### src/rtl/mpk_pkg.sv
package mpk_pkg;

    localparam int DW        = 32;
    localparam int FRAME_DW  = 8;
    localparam int SLOTS     = FRAME_DW - 1;
    localparam int FRAME_W   = DW * FRAME_DW;
    localparam int SRC_W     = 2;
    localparam int MAX_SRC   = 1 << SRC_W;
    localparam int FILL_W    = $clog2(SLOTS + 1);
    localparam logic [3:0] SYNC_MARK = 4'hA;

    typedef logic [DW-1:0] dword_t;

    typedef struct packed {
        logic             last;
        logic             vld;
        logic [SRC_W-1:0] src;
    } slot_tag_t;

    typedef slot_tag_t [SLOTS-1:0] tag_vec_t;
    typedef dword_t    [SLOTS-1:0] dat_vec_t;

    function automatic dword_t make_status(tag_vec_t tags);
        return {SYNC_MARK, tags};
    endfunction

endpackage

### src/rtl/mpk_rr_arbiter.sv
module mpk_rr_arbiter
    import mpk_pkg::*;
#(
    parameter int N_SRC = 4
) (
    input  logic             clk,
    input  logic             rst,
    input  logic             en,
    input  logic [N_SRC-1:0] req,
    input  logic [N_SRC-1:0] last,
    output logic             gnt_vld,
    output logic [SRC_W-1:0] gnt_idx,
    output logic             gnt_last
);

    logic [SRC_W-1:0] ptr_q;
    logic [SRC_W-1:0] owner_q;
    logic             lock_q;

    always_comb begin
        gnt_vld = 1'b0;
        gnt_idx = '0;
        if (en) begin
            if (lock_q) begin
                if (req[owner_q]) begin
                    gnt_vld = 1'b1;
                    gnt_idx = owner_q;
                end
            end else begin
                for (int i = 0; i < N_SRC; i++) begin
                    if (!gnt_vld && req[(int'(ptr_q) + i) % N_SRC]) begin
                        gnt_vld = 1'b1;
                        gnt_idx = SRC_W'((int'(ptr_q) + i) % N_SRC);
                    end
                end
            end
        end
    end

    assign gnt_last = last[gnt_idx];

    always_ff @(posedge clk) begin
        if (rst) begin
            ptr_q   <= '0;
            owner_q <= '0;
            lock_q  <= 1'b0;
        end else if (gnt_vld) begin
            ptr_q   <= SRC_W'((int'(gnt_idx) + 1) % N_SRC);
            owner_q <= gnt_idx;
            lock_q  <= !gnt_last;
        end
    end

    // a non-final word keeps the grant on the same producer
    assert_tlp_hold_R7: assert property (@(posedge clk) disable iff (rst)
        (gnt_vld && !gnt_last) |=> (!gnt_vld || gnt_idx == $past(gnt_idx)));

endmodule

### src/rtl/mpk_idle_timer.sv
module mpk_idle_timer #(
    parameter int CNT_W = 16
) (
    input  logic             clk,
    input  logic             rst,
    input  logic             idle,
    input  logic             clr,
    input  logic [CNT_W-1:0] limit,
    output logic             expire
);

    logic [CNT_W-1:0] cnt_q;
    logic [CNT_W:0]   cnt_inc;

    assign cnt_inc = {1'b0, cnt_q} + 1'b1;
    assign expire  = idle && (cnt_inc >= {1'b0, limit});

    always_ff @(posedge clk) begin
        if (rst || clr || expire) begin
            cnt_q <= '0;
        end else if (idle) begin
            cnt_q <= cnt_inc[CNT_W-1:0];
        end
    end

    // idle and accept never coincide
    assert_idle_excl_R8: assert property (@(posedge clk) disable iff (rst)
        !(idle && clr));

endmodule

### src/rtl/mpk_frame_builder.sv
module mpk_frame_builder
    import mpk_pkg::*;
(
    input  logic               clk,
    input  logic               rst,
    input  logic               advance,
    input  logic               wr_en,
    input  dword_t             wr_data,
    input  slot_tag_t          wr_tag,
    input  logic               flush,
    output logic               fill_busy,
    output logic               out_valid,
    output logic [FRAME_W-1:0] out_data
);

    logic [FILL_W-1:0] fill_q;
    tag_vec_t          tags_q, tags_n;
    dat_vec_t          dat_q, dat_n;
    logic              emit;
    logic [FRAME_W-1:0] frame;

    always_comb begin
        tags_n = tags_q;
        dat_n  = dat_q;
        if (wr_en) begin
            tags_n[fill_q] = wr_tag;
            dat_n[fill_q]  = wr_data;
        end
    end

    assign emit      = flush || (wr_en && fill_q == FILL_W'(SLOTS - 1));
    assign frame     = {dat_n, make_status(tags_n)};
    assign fill_busy = (fill_q != '0);

    always_ff @(posedge clk) begin
        if (rst) begin
            fill_q    <= '0;
            tags_q    <= '0;
            dat_q     <= '0;
            out_valid <= 1'b0;
            out_data  <= '0;
        end else if (advance) begin
            out_valid <= emit;
            if (emit) begin
                out_data <= frame;
                fill_q   <= '0;
                tags_q   <= '0;
                dat_q    <= '0;
            end else if (wr_en) begin
                fill_q <= fill_q + 1'b1;
                tags_q <= tags_n;
                dat_q  <= dat_n;
            end
        end
    end

    // a held frame stays put
    assert_hold_on_stall_R9: assert property (@(posedge clk) disable iff (rst)
        (out_valid && !advance) |=> (out_valid && $stable(out_data)));

    // the fill count never reaches a full frame without emitting
    assert_fill_range_R5: assert property (@(posedge clk) disable iff (rst)
        fill_q < FILL_W'(SLOTS));

    // a release only happens with data pending
    assert_flush_nonempty_R8: assert property (@(posedge clk) disable iff (rst)
        flush |-> fill_busy);

endmodule

### src/rtl/mpk_merge_packer.sv
module mpk_merge_packer
    import mpk_pkg::*;
#(
    parameter int N_SRC  = 4,
    parameter int IDLE_W = 16
) (
    input  logic                  clk,
    input  logic                  rst,
    input  logic [N_SRC-1:0]      src_valid,
    input  logic [N_SRC*DW-1:0]   src_data,
    input  logic [N_SRC-1:0]      src_last,
    output logic [N_SRC-1:0]      src_ready,
    input  logic [IDLE_W-1:0]     cfg_idle_limit,
    output logic                  out_valid,
    output logic [FRAME_W-1:0]    out_data,
    input  logic                  out_ready
);

    logic             advance;
    logic             gnt_vld;
    logic [SRC_W-1:0] gnt_idx;
    logic             gnt_last;
    logic             fill_busy;
    logic             expire;
    dword_t           src_words [N_SRC];
    slot_tag_t        wr_tag;

    assign advance = !rst && (!out_valid || out_ready);

    for (genvar i = 0; i < N_SRC; i++) begin : g_src
        assign src_words[i] = src_data[i*DW +: DW];
        assign src_ready[i] = gnt_vld && (gnt_idx == SRC_W'(i));
    end

    mpk_rr_arbiter #(.N_SRC(N_SRC)) u_arb (
        .clk      (clk),
        .rst      (rst),
        .en       (advance),
        .req      (src_valid),
        .last     (src_last),
        .gnt_vld  (gnt_vld),
        .gnt_idx  (gnt_idx),
        .gnt_last (gnt_last)
    );

    mpk_idle_timer #(.CNT_W(IDLE_W)) u_idle (
        .clk    (clk),
        .rst    (rst),
        .idle   (advance && !gnt_vld && fill_busy),
        .clr    (gnt_vld),
        .limit  (cfg_idle_limit),
        .expire (expire)
    );

    assign wr_tag = '{last: gnt_last, vld: 1'b1, src: gnt_idx};

    mpk_frame_builder u_frame (
        .clk       (clk),
        .rst       (rst),
        .advance   (advance),
        .wr_en     (gnt_vld),
        .wr_data   (src_words[gnt_idx]),
        .wr_tag    (wr_tag),
        .flush     (expire),
        .fill_busy (fill_busy),
        .out_valid (out_valid),
        .out_data  (out_data)
    );

    // one strobe at most, only toward a valid producer
    assert_ready_onehot_R10: assert property (@(posedge clk) disable iff (rst)
        $onehot0(src_ready));
    assert_ready_needs_valid_R10: assert property (@(posedge clk) disable iff (rst)
        (src_ready & ~src_valid) == '0);

    // nothing accepted while the frame is held
    assert_no_take_on_stall_R9: assert property (@(posedge clk) disable iff (rst)
        (out_valid && !out_ready) |-> (src_ready == '0));

    // sync marker on every presented frame
    assert_sync_mark_R4: assert property (@(posedge clk) disable iff (rst)
        out_valid |-> (out_data[31:28] == SYNC_MARK));

    // a presented frame always has its first slot filled
    assert_slot0_filled_R3: assert property (@(posedge clk) disable iff (rst)
        out_valid |-> out_data[2]);

endmodule

### config.mk
export PLATFORM = sky130hd
export DESIGN_NAME = mpk_merge_packer
export DESIGN_NICKNAME = d
export VERILOG_FILES = /design/src/rtl/mpk_pkg.sv /design/src/rtl/mpk_rr_arbiter.sv /design/src/rtl/mpk_idle_timer.sv /design/src/rtl/mpk_frame_builder.sv /design/src/rtl/mpk_merge_packer.sv
export SDC_FILE = /design/constraint.sdc
export NUM_CORES = 1
export LEC_CHECK = 0
export BUFFER_PORTS_ARGS = -buffer_cell sky130_fd_sc_hd__clkbuf_2
export CORE_ASPECT_RATIO = 0.8
export CORE_UTILIZATION = 55
export DETAILED_ROUTE_END_ITERATION = 16
export PLACE_DENSITY = 0.81
export SETUP_SLACK_MARGIN = 0.4
export SYNTH_ARGS = -nofsm -noshare
export SYNTH_HDL_FRONTEND = slang
export SYNTH_HIERARCHICAL = 1
export SYNTH_SLANG_ARGS = --single-unit
### constraint.sdc
create_clock -name clk -period 5.7 [get_ports clk]
set_clock_uncertainty 0.15 [all_clocks]
set_input_delay 0 -clock clk [delete_from_list [all_inputs] [get_ports clk]]
set_output_delay 0 -clock clk [all_outputs]
set_load 0.05 [all_outputs]
==> Word-level counts from Yosys, hierarchy flattened <==
Cells that the tools add are included.
{ "word_totals": {"inputBits": 155, "ff_bits": 531, "wordCells": 143, "output_inout_bits": 261} }
{ "op_classes": {"n_addsub": 6, "reduce_logical": 32, "n_lt_le_gt_ge": 10, "muxes": 52, "n_eq_ne": 4, "bitwise": 4} }
{ "op_table": {"columns": ["operator", "n"], "rows": [
  ["$mux 224", 3],
  ["$bwmux 224", 1],
  ["$demux 32 s3", 1],
  ["$mux 32", 3],
  ["$mux 28", 3],
  ["$bmux 32 s2", 1],
  ["$bwmux 28", 1],
  ["$mux 1", 22],
  ["$add 16x1->17 const B", 1],
  ["$ge 17x16->1", 1],
  ["$lt 3x4->1 const B", 4],
  ["$mux 2", 7],
  ["$logic_and 1x1->1", 13],
  ["$bmux 1 s2", 6],
  ["$demux 4 s3", 1],
  ["$lt 2x3->1 const B", 3],
  ["$logic_not 1->1", 7],
  ["$mux 3", 2],
  ["$reduce_or 2->1", 3],
  ["$add 2x1->2 const B", 2],
  ["$add 2x2->2 const B", 2],
  ["$eq 2x2->1 const B", 2],
  ["$logic_or 1x1->1", 4],
  ["$mux 4", 1],
  ["11 further kinds", 14]
]} }

==> Longest topological paths before layout <==
Gate-level depths: netlist of the first run.
{ "depth": {"ltp_word": 28, "mapped_depth": 19, "ltp_nobuf": 15} }

==> Cells and area by module <==
Netlist of the first run, hierarchy kept.
{ "by_module_without_submodules": {"columns": ["mod", "seq_area_each_um2", "instances", "area_each_um2", "cells_each"], "rows": [
  ["mpk_frame_builder", 10189.8, 1, 20006.7, 1820],
  ["mpk_idle_timer", 320.3, 1, 1395.1, 167],
  ["mpk_merge_packer", 0.0, 1, 873.3, 50],
  ["mpk_rr_arbiter", 100.1, 1, 429.2, 57]
]} }

==> Least setup slack after synthesis of the first run <==
No wires, ideal clock.
{ "synth_path": {"path_type": "reg2reg", "from": "register u_idle.cnt_q[0]", "to": "register u_frame.out_data[100]", "path_buffers": 3, "setup_ps": 70, "arrival_ps": 3811, "required_ps": 5480, "synth_period_minus_slack_ps": 4031, "setup_slack_ps": 1669, "stages_incl_launch_ff": 19, "cell_sequence": "dfxtp_1 > ha_1 > nand2_1 > nor2_1 > nand2_1 > nor2_1 > xor2_1 > ha_1 > nand3_1 > nor3_1 > nand4_1 > or2_2 > a31oi_1 > and2_1 > buf_2 > clkbuf_1 > clkbuf_1 > o31ai_1 > a21oi_1"} }
{ "synth_via": {"elab_chain_cells": 5} }
{ "synth_rtl": {"columns": ["item", "line", "text"], "rows": [
  ["start: declaration", "mpk_idle_timer.sv:12", "logic [CNT_W-1:0] cnt_q;"],
  ["start signal: assignment", "mpk_idle_timer.sv:22", "cnt_q <= cnt_inc[CNT_W-1:0];"],
  ["$add 16x1->17", "mpk_idle_timer.sv:15", "assign cnt_inc = {1'b0, cnt_q} + 1'b1;"],
  ["net u_idle.cnt_inc[14]", "mpk_idle_timer.sv:13", "logic [CNT_W:0] cnt_inc;"],
  ["$ge 17x16->1", "mpk_idle_timer.sv:16", "assign expire = idle && (cnt_inc >= {1'b0, limit});"],
  ["$logic_and 1x1->1", "mpk_idle_timer.sv:16", null],
  ["net expire", "mpk_merge_packer.sv:24", "logic expire;"],
  ["$logic_or 1x1->1", "mpk_frame_builder.sv:31", "assign emit = flush || (wr_en && fill_q == FILL_W'(SLOTS - 1));"],
  ["$reduce_and 2->1 (no source line)", null, null],
  ["end signal: assignment", "mpk_frame_builder.sv:45", "out_data <= frame;"],
  ["end: declaration", "mpk_frame_builder.sv:13", "output logic [FRAME_W-1:0] out_data"]
]} }
The timed path passes the listed nets, and every way through them passes these cells.
A chain may end at the register's enable or synchronous reset.

==> Final worst setup path of the first run <==
{ "layout_path": {"from": "register u_idle.cnt_q[0]", "to": "register u_frame/dat_q[83] (netlist name)"} }
{ "layout_via": {"elab_chain_cells": 6, "elab_cells_between_ends": 7, "cone_classes": "add/sub (1); order compare (1); mux (1); reduce/logical (4)"} }
{ "layout_rtl": {"columns": ["item", "line", "text"], "rows": [
  ["$add 16x1->17 (*)", "mpk_idle_timer.sv:15", null],
  ["net u_idle.cnt_inc[14]", "mpk_idle_timer.sv:13", null],
  ["$ge 17x16->1 (*)", "mpk_idle_timer.sv:16", null],
  ["$logic_and 1x1->1 (*)", "mpk_idle_timer.sv:16", null],
  ["net expire", "mpk_merge_packer.sv:24", null],
  ["$logic_or 1x1->1 (*)", "mpk_frame_builder.sv:31", null],
  ["$reduce_bool 2->1 (no source line)", null, null],
  ["$reduce_and 2->1 (no source line)", null, null],
  ["end signal: assignment", "mpk_frame_builder.sv:52", "dat_q <= dat_n;"],
  ["end: declaration", "mpk_frame_builder.sv:18", "dat_vec_t dat_q, dat_n;"]
]} }
The timed path passes the listed nets; every way through them passes the cells marked *.

==> impl_metrics.tcl, run 1 <==
set metrics [dict create \
    ys_seq_area_share_pct 46.7 \
    drv_cap 0 \
    netlist_instances 2094 \
    antenna_cells 0 \
    worstSkewPairLatency_ps 590 \
    grt_start_max_net_pins 253 \
    synth_edf_count 0 \
    hold_path_class "in2reg" \
    synth.distinct_cells 73 \
    critical_path_arrival_ps 5250 \
    start_util_pct 55.9 \
    p_leak_nw 10.7 \
    fin_setup_tns_ps 0 \
    num_vias 19200 \
    io_buffer_count 413 \
    rsz0062_at_grt "false" \
    clock_path_buffers 3 \
    final_cells 2929 \
    holdPathStages 7 \
    crit_fanout 36 \
    final_hold_viol_count 0 \
    hpwlAfterDp_um 42200 \
    synth_top_family_by_area "compound AO/OA/AOI/OAI gates" \
    fillers 3140 \
    muxShareOfSynthArea_pct 14.6 \
    cts_tree "built" \
    grt.overflow.total 0 \
    finalPower_mw 8.02 \
    layout.nets 2518 \
    worstPathRequired_ps 6050 \
    synthSimpleGateAreaFrac_pct 2.87 \
    max-slew-margin-rel_pct 14.1 \
    clkTransAtPathRegs_ps 60 \
    synth_compound_area_share_pct 27.5 \
    grt_first_pass_wirelength_um 105000 \
    cellInternalPower_mw 5.95 \
    fin_util_pct 65.2 \
    multiInputGateArea_um2 10800 \
    wl_um 69200 \
    pwr-share-clk_pct 42.8 \
    synthXorXnorAreaFrac_pct 0.964 \
    core-area_um2 40600 \
    status "finished, final reports clean" \
    avgRoutedWirePerCell_um 23.6 \
    grt_pass1_vias 18100 \
    die_w_um 229 \
    viasPerCell 6.55 \
    drc 0 \
    synth_area_um2 22700 \
    async_flop_share_pct 0 \
    synth_fa_ha_area_share_pct 1.10 \
    fin_hold_ws_ps 71.4 \
    rows 66 \
    finalSetupViolCount 0 \
    worstMarginPinSlew_ps 1290 \
    die_area_um2 42100 \
    drt-initial-drc-count 2321 \
    ys.flop_type "dfxtp_1" \
    drtAntennaViolNets 0 \
    avgSynthCellArea_um2 10.8 \
    antenna_found_initial 0 \
    die_h_um 184 \
    clock-sinks 530 \
    p_sw_mw 2.07 \
    seqPwrFrac_pct 46.7 \
    ir_worst_vdd_mv 0.220 \
    period_share_pct 85.9 \
    io_pins 416 \
    swShare_pct 25.8 \
    drive_above_1_share_pct 25.6 \
    ys_ff_latch 530 \
    cts_buffers 51 \
    critPathKind "reg2reg" \
    regArea_um2 10600 \
    drv_slew 0 \
    area_delta_synth_final_pct 16.7 \
    clockRootBuffer "clkbuf_16" \
    ys_warn_count 6 \
    drt_pass1_iterations 6 \
    min_period_ps 4900 \
    pwr_density_cell_nw_per_um2 303 \
    fmax_mhz 204 \
    gp_congestion 0.849 \
    crit_path_start_kind "flip-flop" \
    cts.htree.levels 2 \
    grt_usage_pct 31.2 \
    endpoint_kind "flip-flop" \
    dp.cells 2821 \
    p_comb_share_pct 10.4 \
    rr_worst_depth 14 \
]
==> cells by family after synthesis <==
group                      count (synthesis)
xor gates and xnor gates                  25
and+or+nand+nor                          106
DFF                                      530
other                                      2
muxes                                    290
buffers and inverters                    299
AOI/OAI and AO/OA                        822
adders and majority gates                 20
==> cell type report <==
class | count | share of cell area (%)
tap | 544 | 2.57
clock inverter | 19 | 0.647
multi-input combinational | 1271 | 40.7
timing repair buffer | 462 | 9.82
inverter | 27 | 0.411
clock buffer | 76 | 5.82
sequential | 530 | 40.0
==> placed cells by master, fill, tap and decap left out, drive strengths merged, types with 4 or more instances in the layout <==
master	instances
dfxtp	530
clkbuf	489
a21oi	274
mux2i	255
o31ai	253
a32o	252
buf	37
nand2	32
mux4	32
inv	29
ha	20
nor2	14
xor2	13
clkinv	12
dlygate4sd3	12
xnor2	12
nand3	12
o22ai	9
nor3	8
conb	7
o21a	7
o21ai	7
a21o	6
or2	5
nand2b	4
and3	4
==> stage by stage <==
| stage | area, um2 | setup WS [ps] |
|---|---|---|
| 2_1_floorplan | 22700 | 1670 |
| 3_3_place_gp | 24600 | 724 |
| 3_5_place_dp | 24600 | 563 |
| 4_1_cts | 26500 | 523 |
| 5_1_grt | 26500 | 470 |
| 6_report | 26500 | 803 |
==> synthesized netlist by cell type (3+ instances only) <==
cell      instances  area [um2]
a21o_1            6        45.0
a21oi_1         272        1360
a32o_1          252        2520
and2_1            3        18.8
and3_1            3        18.8
and4b_1           3        30.0
and4bb_2          3        37.5
buf_1             5        18.8
buf_2           117         586
buf_4            14         105
buf_6             5        56.3
clkbuf_1        128         480
dfxtp_1         530       10600
ha_1             20         250
inv_1            27         101
mux2i_1         255        2550
mux4_1            4         105
mux4_2           28         631
nand2_1          31         116
nand2b_1          4        25.0
nand3_1          11        55.1
nor2_1           12        45.0
nor2b_1           3        18.8
nor3_1            7        35.0
o21a_1            7        52.6
o21ai_0           3        15.0
o21ai_1           4        20.0
o22ai_4           7         140
o31ai_1         252        1890
xnor2_1          12         105
xor2_1           13         114
==> per-layer routing <==
| metal | GRT usage (%) | vias up | wire, um | part of all wire, % |
|---|---|---|---|---|
| li1 | - | 8655 | - | - |
| met1 | 42.5 | 9539 | 29600 | 43 |
| met2 | 51.5 | 884 | 33200 | 48 |
| met3 | 4.39 | 97 | 4920 | 7.1 |
| met4 | 9.25 | 0 | 1560 | 2.3 |
| met5 | 0 | - | 0 | 0 |
==> worst max-delay path, stage by stage, from the launching register on <==
cell and delay, ps:
dfxtp_1 460, ha_1 280, nand2_1 110, nor2_1 270, nand2_1 180, nor2_1 160
xor2_1 210, ha_1 280, a21o_1 190, a21o_1 190, a41oi_2 290, a31oi_2 240
a211o_2 520, o22ai_4 990, a32o_1 250
==> power groups by stage <==
| stage | combinational [mW] | sequential [mW] | clock, mW |
|---|---|---|---|
| 3_5_place_dp | 0.808 | 3.83 | 0 |
| 2_1_floorplan | 0.530 | 3.83 | 0 |
| 3_3_place_gp | 0.790 | 3.83 | 0 |
| 4_1_cts | 0.820 | 3.75 | 3.47 |
| 6_report | 0.838 | 3.75 | 3.43 |
| 5_1_grt | 0.872 | 3.75 | 3.64 |
==> path summary, 6_finish.rpt <==
| kind | startpoint | slack, ps | endpoint |
|---|---|---|---|
| worst max-delay path | u_idle/cnt_q[0] | 800 | u_frame/dat_q[83] |
| worst min-delay path | cfg_idle_limit[8] | 70 | u_idle/cnt_q[4] |
| worst max register to register | u_idle/cnt_q[0] | 800 | u_frame/dat_q[83] |
| worst min register to register | u_frame/tags_q[26] | 310 | u_frame/tags_q[26] |
==> sequential cells by signal (all words and copies together) (netlist names) <==
| name | cells |
|---|---|
| u_frame/dat_q | 224 |
| u_frame/out_valid | 1 |
| u_idle/cnt_q | 16 |
| u_arb/owner_q | 2 |
| u_frame/tags_q | 28 |
| u_arb/lock_q | 1 |
| u_arb/ptr_q | 2 |
| u_frame/fill_q | 3 |
| u_frame/out_data | 253 |
==> what timing repair did <==
| item | CTS | global route |
|---|---|---|
| gates resized for setup | 0 | 3 |
| endpoints found under the hold margin | 20 | 0 |
| setup endpoints to repair | 0 | 453 |
| setup buffers | 0 | 0 |
| hold buffers | 12 | 0 |
Power figures use the tool's default switching activity.
==> run 2, diff against run 1 <==
--- a/config.mk
+++ b/config.mk
@@ -5,11 +5,12 @@
 export SDC_FILE = /design/constraint.sdc
 export NUM_CORES = 1
 export LEC_CHECK = 0
+export ABC_AREA = 1
 export BUFFER_PORTS_ARGS = -buffer_cell sky130_fd_sc_hd__clkbuf_2
 export CORE_ASPECT_RATIO = 0.8
 export CORE_UTILIZATION = 55
 export DETAILED_ROUTE_END_ITERATION = 16
-export PLACE_DENSITY = 0.81
+export PLACE_DENSITY = 0.8
 export SETUP_SLACK_MARGIN = 0.4
 export SYNTH_ARGS = -nofsm -noshare
 export SYNTH_HDL_FRONTEND = slang
==> run 2 against run 1 <==
Effect of this change: global-route usage is 1.9 points higher; routed wire length up 19%; sequential share of layout area down 4.8 points; utilization decreased by 1.2 points; sequential power grew 2%; flip-flop and latch count unchanged.
==> impl_metrics.tcl, run 2 <==
set metrics [dict create \
    status "finished, final reports clean" \
    crit_path_start_kind "flip-flop" \
    critPathKind "reg2reg" \
    drtAntennaViolNets 0 \
    synth_edf_count 0 \
    drc 0 \
    drive_above_1_share_pct 12.6 \
    hold_path_class "in2reg" \
    final_area_um2 30100 \
    drt_pass1_iterations 6 \
    cts.htree.levels 2 \
    fin_hold_ws_ps 78.8 \
    critical_path_arrival_ps 5110 \
    grt.overflow.total 0 \
    fillers 4408 \
    netlist_instances 4265 \
    clock_path_buffers 3 \
    grt_busiest_layer "met2" \
    grt_start_max_net_pins 169 \
    clockRootBuffer "clkbuf_16" \
    gp_congestion 0.896 \
    drt-initial-drc-count 3266 \
    die_area_um2 48400 \
    rows 71 \
    cts_buffers 52 \
    cts_resized 0 \
    max-slew-margin-rel_pct 26.7 \
    fin_setup_tns_ps 0 \
    hp-start "src_valid[1]" \
    worstPathRequired_ps 6070 \
    reg_top3 "u_frame/out_data (253), u_frame/dat_q (224), u_frame/tags_q (28)" \
    ir_worst_vdd_mv 0.273 \
    crit_chain "inv_2 > nand2_1 > nand3_1 > nand2_1 > inv_1 > nand3_2 > nand2_2 > o21ai_4 > nand2_2 > inv_2 > buf_4 > nand2_1 > nand2_1 > dlygate4sd3_1 > nand2_1 > nand2_1 > dlygate4sd3_1 > nand3_1 > nand2_1 > nand2_1 > a21oi_1" \
    core-area_um2 47000 \
    die_w_um 246 \
    layout.nets 4700 \
    final_cells 5182 \
    io_pins 416 \
    drv_slew 0 \
    cts_tree "built" \
    holdPathStages 6 \
    grt_pass1_vias 24000 \
    mostFrequentLayoutCell "nand2_1" \
    viasPerCell 5.29 \
    synth.distinct_cells 35 \
    final_hold_viol_count 0 \
    start_util_pct 55.6 \
    clock-sinks 530 \
    clkTransAtPathRegs_ps 60 \
    ys_ff_latch 530 \
    largest_reg_flops 253 \
    hpwlAfterDp_um 52600 \
    synth_area_um2 26200 \
    num_vias 27400 \
    worstSkewPairLatency_ps 600 \
    crit_fanout 41 \
    met3_usage_pct 5.69 \
    r2r-end "u_frame/dat_q[63]" \
    hold-path-endpoint "u_arb/owner_q[0]" \
    grt_usage_pct 33.1 \
    io_buffer_count 413 \
    critical-path-slowest-cell "dfxtp_1" \
    rsz0062_at_grt "false" \
    area_delta_synth_final_pct 15.0 \
    layout_common_cells "nand2_1, nor2_1, dfxtp_1, nand3_1, clkbuf_2" \
    avgRoutedWirePerCell_um 15.8 \
    wl_um 82100 \
    r2r_start "u_arb/ptr_q[0]" \
    synth_top_area_cell "dfxtp_1" \
    p_leak_nw 13.6 \
    post_cts_buffers 0 \
    fmax_mhz 211 \
    placed_area_um2 28300 \
    async_flop_share_pct 0 \
    antenna_found_initial 0 \
    cpPeakStageDelay_ps 580 \
    finalPower_mw 10.7 \
    synth_commonest_cells "nand2_1, nor2_1, dfxtp_1" \
    regMostFlops "u_frame/out_data" \
    worstMarginPinSlew_ps 1100 \
    synth_top_area_share_pct 40.6 \
    antenna_cells 0 \
    grt_first_pass_wirelength_um 128000 \
    cp_common_cell "nand2_1" \
    cpLargestDelayFamily "buffers and inverters" \
    gr-usage-met2_pct 52.6 \
    grt.met1_usage_pct 44.6 \
    rr_worst_depth 21 \
    pwr_density_cell_nw_per_um2 354 \
    drv_cap 0 \
    yosys-top-cells-area "dfxtp_1, nand2_1, nand3_1" \
    die_h_um 197 \
    period_share_pct 83.3 \
    ys_seq_area_share_pct 40.6 \
    cp-startpoint "u_arb/ptr_q[0]" \
    ys_warn_count 6 \
    yosysMostFrequentCell "nand2_1" \
    r2r_slack_ps 950 \
    avgSynthCellArea_um2 6.13 \
    crit_buf_inv 6 \
    ys.flop_type "dfxtp_1" \
    dp.cells 5076 \
    min_period_ps 4750 \
    finalSetupViolCount 0 \
    endpoint_kind "flip-flop" \
]
## run 2: per-layer routing
layer	up-vias	wire length, um
li1	13600	-
met1	12400	34400
met2	1211	36900
met3	167	7770
met4	0	3020
met5	-	0
## run 2: where the power goes
group	total (mW)	leakage, nW	internal, mW	switching, mW
clock network	3.39	0.824	1.92	1.47
registers	3.83	4.27	3.78	0.0567
logic	3.44	8.55	0.663	2.78
## run 2: worst max path at each step
stage                     slack (ps)               endpoint  depth (start not counted)
after detailed placement        1190  u_frame/out_data[102]                         25
final                            950      u_frame/dat_q[63]                         21
after CTS                       1070      u_frame/dat_q[63]                         21
after global placement          1200  u_frame/out_data[102]                         23
after global routing             680      u_frame/dat_q[63]                         21
after floorplan                 2540  u_frame/out_data[228]                         25
## run 2: cell families (layout without fill, tap and decap cells)
| logic type | count (synthesis) | after routing | synth area share, % |
|---|---|---|---|
| AOI/OAI and AO/OA | 300 | 300 | 5.90 |
| xor gates and xnor gates | 7 | 7 | 0.234 |
| adders and majority gates | 20 | 20 | 0.957 |
| buffers and inverters | 625 | 920 | 9.82 |
| DFF | 530 | 530 | 40.6 |
| muxes | 2 | 2 | 0.0766 |
| other | 2 | 4 | 0.0287 |
| and+or+nand+nor | 2779 | 2779 | 42.4 |
## run 2: what timing repair did
item	4_1_cts	5_1_grt
hold endpoints to repair	123	0
hold buffers	15	0
endpoints found under the setup margin	0	0
## run 2: tightest hold or removal path, delay by kind of cell
kind,cells,cell delay [ps]
compound gates,4,540
simple gates,1,130
buf+inv,1,100
## run 2: through the flow
step           utilization [%]  setup slack [ps]
2_1_floorplan                -              2540
3_3_place_gp              60.2              1200
3_5_place_dp              60.2              1190
4_1_cts                   64.0              1070
5_1_grt                   64.0               683
6_report                  64.0               954
## run 2: area by class of cell
class,instances,area [um2],share of cell area [%]
Inverter,367,1400,4.65
Multi-Input combinational cell,3112,13000,43.3
Clock inverter,13,92.6,0.308
Sequential cell,530,10600,35.3
Timing Repair Buffer,462,2610,8.67
Clock buffer,78,1560,5.19
Tap cell,620,776,2.58
